==> src/rtl/agu_pkg.sv <==
package agu_pkg;

    localparam int unsigned WORD_W    = 32;
    localparam int unsigned IMM_W     = 12;
    localparam int unsigned AMT_W     = 5;
    localparam int unsigned REGIDX_W  = 4;
    localparam int unsigned PC_AHEAD  = 8;
    localparam logic [REGIDX_W-1:0] PC_INDEX = 4'hF;

    typedef enum logic [1:0] {
        SH_LEFT  = 2'd0,
        SH_LRIGHT = 2'd1,
        SH_ARIGHT = 2'd2,
        SH_ROTATE = 2'd3
    } shift_kind_e;

    typedef struct packed {
        logic [WORD_W-1:0] addr;
        logic [WORD_W-1:0] wb_data;
        logic              wb_en;
        logic              user_force;
        logic              undef;
        logic              load;
        logic              is_byte;
    } agu_result_s;

endpackage

==> src/rtl/agu_offset.sv <==
module agu_offset
    import agu_pkg::*;
(
    input  logic                 reg_form,
    input  logic [IMM_W-1:0]     imm_field,
    input  logic [WORD_W-1:0]    ofs_val,
    input  logic                 carry_in,
    output logic [WORD_W-1:0]    offset
);

    localparam int unsigned SH_W = AMT_W + 1;

    logic [AMT_W-1:0]  amt;
    shift_kind_e       kind;
    logic [SH_W-1:0]   back_amt;
    logic [WORD_W-1:0] shifted;

    always_comb begin
        amt      = imm_field[IMM_W-1:IMM_W-AMT_W];
        kind     = shift_kind_e'(imm_field[6:5]);
        back_amt = SH_W'(WORD_W) - {1'b0, amt};
        shifted  = ofs_val;
        unique case (kind)
            SH_LEFT:   shifted = ofs_val << amt;
            SH_LRIGHT: shifted = (amt == '0) ? '0 : (ofs_val >> amt);
            SH_ARIGHT: shifted = (amt == '0) ? {WORD_W{ofs_val[WORD_W-1]}}
                                             : $unsigned($signed(ofs_val) >>> amt);
            SH_ROTATE: shifted = (amt == '0) ? {carry_in, ofs_val[WORD_W-1:1]}
                                             : ((ofs_val >> amt) | (ofs_val << back_amt));
            default:   shifted = ofs_val;
        endcase
        offset = reg_form ? shifted : {{(WORD_W-IMM_W){1'b0}}, imm_field};
    end

endmodule

==> src/rtl/agu_addr.sv <==
module agu_addr
    import agu_pkg::*;
(
    input  logic [WORD_W-1:0] base_val,
    input  logic [WORD_W-1:0] pc_val,
    input  logic              base_is_pc,
    input  logic [WORD_W-1:0] offset,
    input  logic              add_dir,
    output logic [WORD_W-1:0] base_used,
    output logic [WORD_W-1:0] eff_addr
);

    always_comb begin
        base_used = base_is_pc ? (pc_val + WORD_W'(PC_AHEAD)) : base_val;
        eff_addr  = add_dir ? (base_used + offset) : (base_used - offset);
    end

endmodule

==> src/rtl/ldst_agu.sv <==
module ldst_agu
    import agu_pkg::*;
(
    input  logic              clk,
    input  logic              rst,
    input  logic              in_valid,
    input  logic [31:0]       insn,
    input  logic [31:0]       base_val,
    input  logic [31:0]       ofs_val,
    input  logic [31:0]       pc_val,
    input  logic              carry_in,
    output logic [31:0]       acc_addr,
    output logic              acc_byte,
    output logic              acc_load,
    output logic [31:0]       wb_data,
    output logic              wb_en,
    output logic              user_force,
    output logic              undef
);

    logic                f_load, f_wback, f_byte, f_add, f_pre, f_regofs, f_bit4;
    logic [REGIDX_W-1:0] rn_idx, rd_idx;
    logic [WORD_W-1:0]   offset, base_used, eff_addr;
    logic                unused_fields;
    agu_result_s         res_d, res_q;

    assign f_load   = insn[20];
    assign f_wback  = insn[21];
    assign f_byte   = insn[22];
    assign f_add    = insn[23];
    assign f_pre    = insn[24];
    assign f_regofs = insn[25];
    assign f_bit4   = insn[4];
    assign rn_idx   = insn[19:16];
    assign rd_idx   = insn[15:12];
    assign unused_fields = ^{insn[31:26], insn[3:0]};

    agu_offset u_offset (
        .reg_form  (f_regofs),
        .imm_field (insn[IMM_W-1:0]),
        .ofs_val   (ofs_val),
        .carry_in  (carry_in),
        .offset    (offset)
    );

    agu_addr u_addr (
        .base_val   (base_val),
        .pc_val     (pc_val),
        .base_is_pc (rn_idx == PC_INDEX),
        .offset     (offset),
        .add_dir    (f_add),
        .base_used  (base_used),
        .eff_addr   (eff_addr)
    );

    always_comb begin
        res_d = res_q;
        if (in_valid) begin
            res_d = '0;
            if (f_regofs && f_bit4) begin
                res_d.undef = 1'b1;
            end else begin
                res_d.addr       = f_pre ? eff_addr : base_used;
                res_d.wb_data    = eff_addr;
                res_d.wb_en      = (!f_pre || f_wback) && !(f_load && (rd_idx == rn_idx));
                res_d.user_force = !f_pre && f_wback;
                res_d.load       = f_load;
                res_d.is_byte    = f_byte;
            end
        end
    end

    always_ff @(posedge clk) begin
        if (rst) res_q <= '0;
        else     res_q <= res_d;
    end

    assign acc_addr   = res_q.addr;
    assign wb_data    = res_q.wb_data;
    assign wb_en      = res_q.wb_en;
    assign user_force = res_q.user_force;
    assign undef      = res_q.undef;
    assign acc_load   = res_q.load;
    assign acc_byte   = res_q.is_byte;

    a_r2_hold_when_idle: assert property (@(posedge clk) disable iff (rst)
        (!$past(rst) && !$past(in_valid)) |-> ($stable(acc_addr) && $stable(wb_data) && $stable(wb_en)));

    a_r11_undef_quiet: assert property (@(posedge clk) disable iff (rst)
        undef |-> (!wb_en && !user_force && !acc_load && !acc_byte && acc_addr == '0));

    a_r7_pre_uses_eff: assert property (@(posedge clk) disable iff (rst)
        (!$past(rst) && $past(in_valid) && $past(insn[24]) && !undef) |-> (acc_addr == wb_data));

    a_r8_post_store_writes: assert property (@(posedge clk) disable iff (rst)
        (!$past(rst) && $past(in_valid) && !$past(insn[24]) && !$past(insn[20]) && !undef) |-> wb_en);

    a_r10_user_needs_defined: assert property (@(posedge clk) disable iff (rst)
        user_force |-> (!undef && !(acc_addr == wb_data && $past(insn[24]))));

    a_r12_size_follows_insn: assert property (@(posedge clk) disable iff (rst)
        (!$past(rst) && $past(in_valid) && !undef) |-> (acc_byte == $past(insn[22]) && acc_load == $past(insn[20])));

endmodule

==> config.mk <==
export PLATFORM = sky130hd
export DESIGN_NAME = ldst_agu
export DESIGN_NICKNAME = d
export VERILOG_FILES = /design/src/rtl/agu_pkg.sv /design/src/rtl/agu_offset.sv /design/src/rtl/agu_addr.sv /design/src/rtl/ldst_agu.sv
export SDC_FILE = /design/constraint.sdc
export NUM_CORES = 1
export LEC_CHECK = 0
export ABC_AREA = 1
export BUFFER_PORTS_ARGS = -buffer_cell sky130_fd_sc_hd__clkbuf_2
export CORE_UTILIZATION = 45
export DETAILED_ROUTE_END_ITERATION = 8
export PLACE_DENSITY = 0.8
export SETUP_SLACK_MARGIN = 0.2
export SLEW_MARGIN = 5
export SYNTH_ARGS = -nofsm -noshare
export SYNTH_HDL_FRONTEND = slang
export SYNTH_SLANG_ARGS = --single-unit
export TNS_END_PERCENT = 10
==> constraint.sdc <==
create_clock -name clk -period 4.8 [get_ports clk]
set_input_delay 0.24 -clock clk [delete_from_list [all_inputs] [get_ports clk]]
set_output_delay 0.24 -clock clk [all_outputs]
set_load 0.01 [all_outputs]
==> out/metrics.yaml <==
outcome:
  status: "finished, final reports clean"
placed_design:
  post-place-cells: 3182
  gp_congestion: 1.06
  port_buffers: 194
  dp_hpwl_mm: 51.4
  preCtsSetupSlack_ns: -0.336
critical_path:
  worst_path_max_delay_cell: "sky130_fd_sc_hd__ha_4"
  startpoint_type: "primary input"
  timing_worst_setup_path_type: "primary input to register"
  worstPathMaxFanout: 9
  critPathMostFrequentCell: "sky130_fd_sc_hd__nand2_1"
  cp-end-kind: "register"
  slowest_delay_ns: 0.22
  arrival_ns: 4.83
  worst-endpoint-required_ns: 4.98
synthesis:
  synth_edf_count: 0
  yosys.area_share.simple_pct: 54.8
  syn-cell-area_um2: 12300
  synth_top_flop_cell: "sky130_fd_sc_hd__dfxtp_1"
  post-synth-top-area-cell: "sky130_fd_sc_hd__nand2_1"
  synth_seq_area_share_pct: 11.3
  synthAdderAreaFrac_pct: 3.74
  syn_avg_cell_area_um2: 5.25
  synthDominantCellAreaShare_pct: 26.1
  synthDistinctLibCells: 54
  synthesis.nets: 2503
  synth-async-reset-ratio_pct: 0
  synth_top_cells_by_area: "sky130_fd_sc_hd__nand2_1 26%, sky130_fd_sc_hd__nand3_1 16%, sky130_fd_sc_hd__dfxtp_1 11%"
  synth_top_family_by_area: "simple AND/OR/NAND/NOR gates"
  synthXorXnorAreaFrac_pct: 4.29
  synth_compound_gate_area_share_pct: 15.5
  synth_seq_cells: 69
  synthesis.instances: 2335
  muxShareOfSynthArea_pct: 0.245
  yosys_warnings: 0
timing:
  worstMarginPinSlew_ns: 1.12
  finalWorstSetupSlack_ns: 0.152
  maxSlewViolCount: 0
  upper_clock_frequency_limit_ghz: 0.215
  slew-limit-headroom_pct: 25.3
  rsz_0062_raised_after_global_routing: "yes"
  finalWorstPathRequiredPeriod_ns: 4.65
  skew_ns: 0
  final-setup-viol-count: 0
  finalCritPeriodShare_pct: 96.8
  setup_tns_final_ns: 0
  final_hold_viol_count: 0
routing:
  post-route-drc-count: 0
  totalWireLength_mm: 65.0
  first_pass_iters: 6
  route.detailed.vias_per_inst: 5.94
  vias: 19200
  antenna_violation_net_count_after_detailed_routing: 0
  number_of_drc_markers_in_iteration_0: 2724
  wire_per_inst_um: 20.1
grt:
  grt_usage_pct: 43.8
  grt_first_pass_wirelength_mm: 95.3
  globalRoute.totalOverflow: 0
  first_global_vias: 17000
  grt_antenna_before_repair: 4
  pin_count_of_the_biggest_net_entering_global_routing: 70
clock_tree:
  clock_path_buffers: 2
  worst_skew_pair.late_latency_ns: 0.33
  cts.htree.levels: 3
  clock_sinks: 69
  cts_root_buf: "sky130_fd_sc_hd__clkbuf_16"
  number_of_buffers_inserted_during_clock_tree_synthesis: 9
  worst_setup_hold_path_clk_slew_ns: 0.07
  tritoncts: "done"
run:
  maxCapViolCount: 0
power_and_ir_drop:
  internal-power_w: 0.00218
  swShare_pct: 46.6
  p_clk_share_pct: 16.9
  power.static_leakage_nw: 9.54
  p_seq_share_pct: 16.9
  total_switching_power_w: 0.00191
  pwr_density_cell_nw_per_um2: 225
  worst_ir_drop_vdd_mv: 0.207
  power.share.combinational_pct: 66.2
finish:
  final_net_count: 3050
  most-common-layout-cells: "771 x sky130_fd_sc_hd__nand2_1, 435 x sky130_fd_sc_hd__buf_4, 346 x sky130_fd_sc_hd__nand3_1, 191 x sky130_fd_sc_hd__clkbuf_2, 151 x sky130_fd_sc_hd__a21oi_1"
  areaGrowthSynthToFinish_pct: 48.1
  final_cell_count_no_fill: 3228
  layout-drive-gt1-share_pct: 34.0
  mostFrequentLayoutCell: "sky130_fd_sc_hd__nand2_1"
  n_antenna_cell: 0
hold_path:
  hold_class: "primary input to register"
floorplanning:
  chipWidth_um: 167
  floorplan.initialDensity_pct: 45.7
  row_count: 60
  core_um2: 26800
  die_height_um: 167
  dieArea_um2: 27900
  count_of_pins_on_the_block_boundary: 201
[path summary, 6_finish.rpt]
path / start / cells after the start / slack [ns] / endpoint
worst max-delay path: insn[8] / 44 / 0.15 / acc_addr[31]$_SDFFE_PP0P_
worst min-delay path: insn[21] / 3 / 0.14 / user_force$_SDFFE_PP0P_
worst min register to register: wb_en$_SDFFE_PP0P_ / 2 / 0.47 / wb_en$_SDFFE_PP0P_
worst max register to register: acc_addr[30]$_SDFFE_PP0P_ / 2 / 3.94 / acc_addr[30]$_SDFFE_PP0P_
[sequential cells by signal, indices dropped and copies added (netlist names)]
name / flops
acc_addr: 32
wb_data: 32
wb_en: 1
user_force: 1
acc_byte: 1
undef: 1
acc_load: 1
[power groups by stage]
stage                     sequential [W]  clock, W  combinational (W)
after floorplan                 0.000728         0            0.00124
after global placement          0.000698         0            0.00233
after detailed placement        0.000702         0            0.00238
after CTS                       0.000690  0.000683            0.00242
after global routing            0.000700  0.000709            0.00288
final                           0.000694  0.000690            0.00271
[final cells by class]
| type | instances | area (um2) |
|---|---|---|
| Multi-Input combinational cell | 1992 | 10600 |
| Fill cell | 2484 | 8640 |
| Timing Repair Buffer | 659 | 4810 |
| Sequential cell | 69 | 1380 |
| Inverter | 151 | 599 |
| Tap cell | 341 | 427 |
| Clock buffer | 9 | 225 |
| Clock inverter | 7 | 73.8 |
[through the flow]
stage	hold WS [ns]	power (W)	util (%)	area [um2]
after global placement	0.452	0.00303	61.4	16500
after detailed placement	0.456	0.00308	61.4	16500
after global routing	0.160	0.00429	67.8	18200
after CTS	0.142	0.00380	63.1	16900
after floorplan	0.385	0.00197	-	12400
final	0.145	0.00409	67.8	18200
[cell families (layout without fill, tap and decap cells)]
kind of cell / Yosys count / after routing
muxes: 3 / 3
adders and majority gates: 36 / 36
AOI/OAI and AO/OA: 351 / 351
xor gates and xnor gates: 60 / 60
DFF: 69 / 69
buffers and inverters: 274 / 826
and+or+nand+nor: 1542 / 1542
[critical path, delay by kind of cell]
family                   cells  cell delay [ns]
AND/OR/NAND/NOR             27             2.45
adder cells (fa/ha/maj)      2             0.38
AO/OA/AOI/OAI                5             0.64
buffers and inverters       10             1.04
[cells in the mapped netlist, types with 11 or more instances]
cell,n
sky130_fd_sc_hd__o21ai_1,23
sky130_fd_sc_hd__nor2_1,150
sky130_fd_sc_hd__xnor2_1,24
sky130_fd_sc_hd__inv_2,13
sky130_fd_sc_hd__nand2_1,851
sky130_fd_sc_hd__xor2_1,36
sky130_fd_sc_hd__ha_1,35
sky130_fd_sc_hd__clkbuf_1,54
sky130_fd_sc_hd__buf_2,36
sky130_fd_sc_hd__nor3_1,14
sky130_fd_sc_hd__o211ai_1,11
sky130_fd_sc_hd__and2_1,15
sky130_fd_sc_hd__nand4_1,18
sky130_fd_sc_hd__o21ai_0,101
sky130_fd_sc_hd__nand2_2,26
sky130_fd_sc_hd__dfxtp_1,69
sky130_fd_sc_hd__buf_4,12
sky130_fd_sc_hd__nand3_1,404
sky130_fd_sc_hd__a21oi_1,168
sky130_fd_sc_hd__or2_2,21
sky130_fd_sc_hd__buf_6,12
sky130_fd_sc_hd__inv_1,131
[layer usage]
metal | up-vias | GRT usage [%] | part of all wire, %
li1 | 8834 | - | -
met3 | 221 | 8.98 | 13
met2 | 1382 | 66.2 | 42
met4 | 4 | 14.6 | 4.0
met5 | - | 0 | 0.042
met1 | 8732 | 61.4 | 41
[what timing repair did]
item	in CTS	in global routing
setup endpoints to repair	24	44
gates resized for setup	26	266
gates cloned	1	3
setup buffers	2	24
hold buffers	0	0
pin swaps	5	79
No activity file was read; power rests on OpenSTA's default activity.
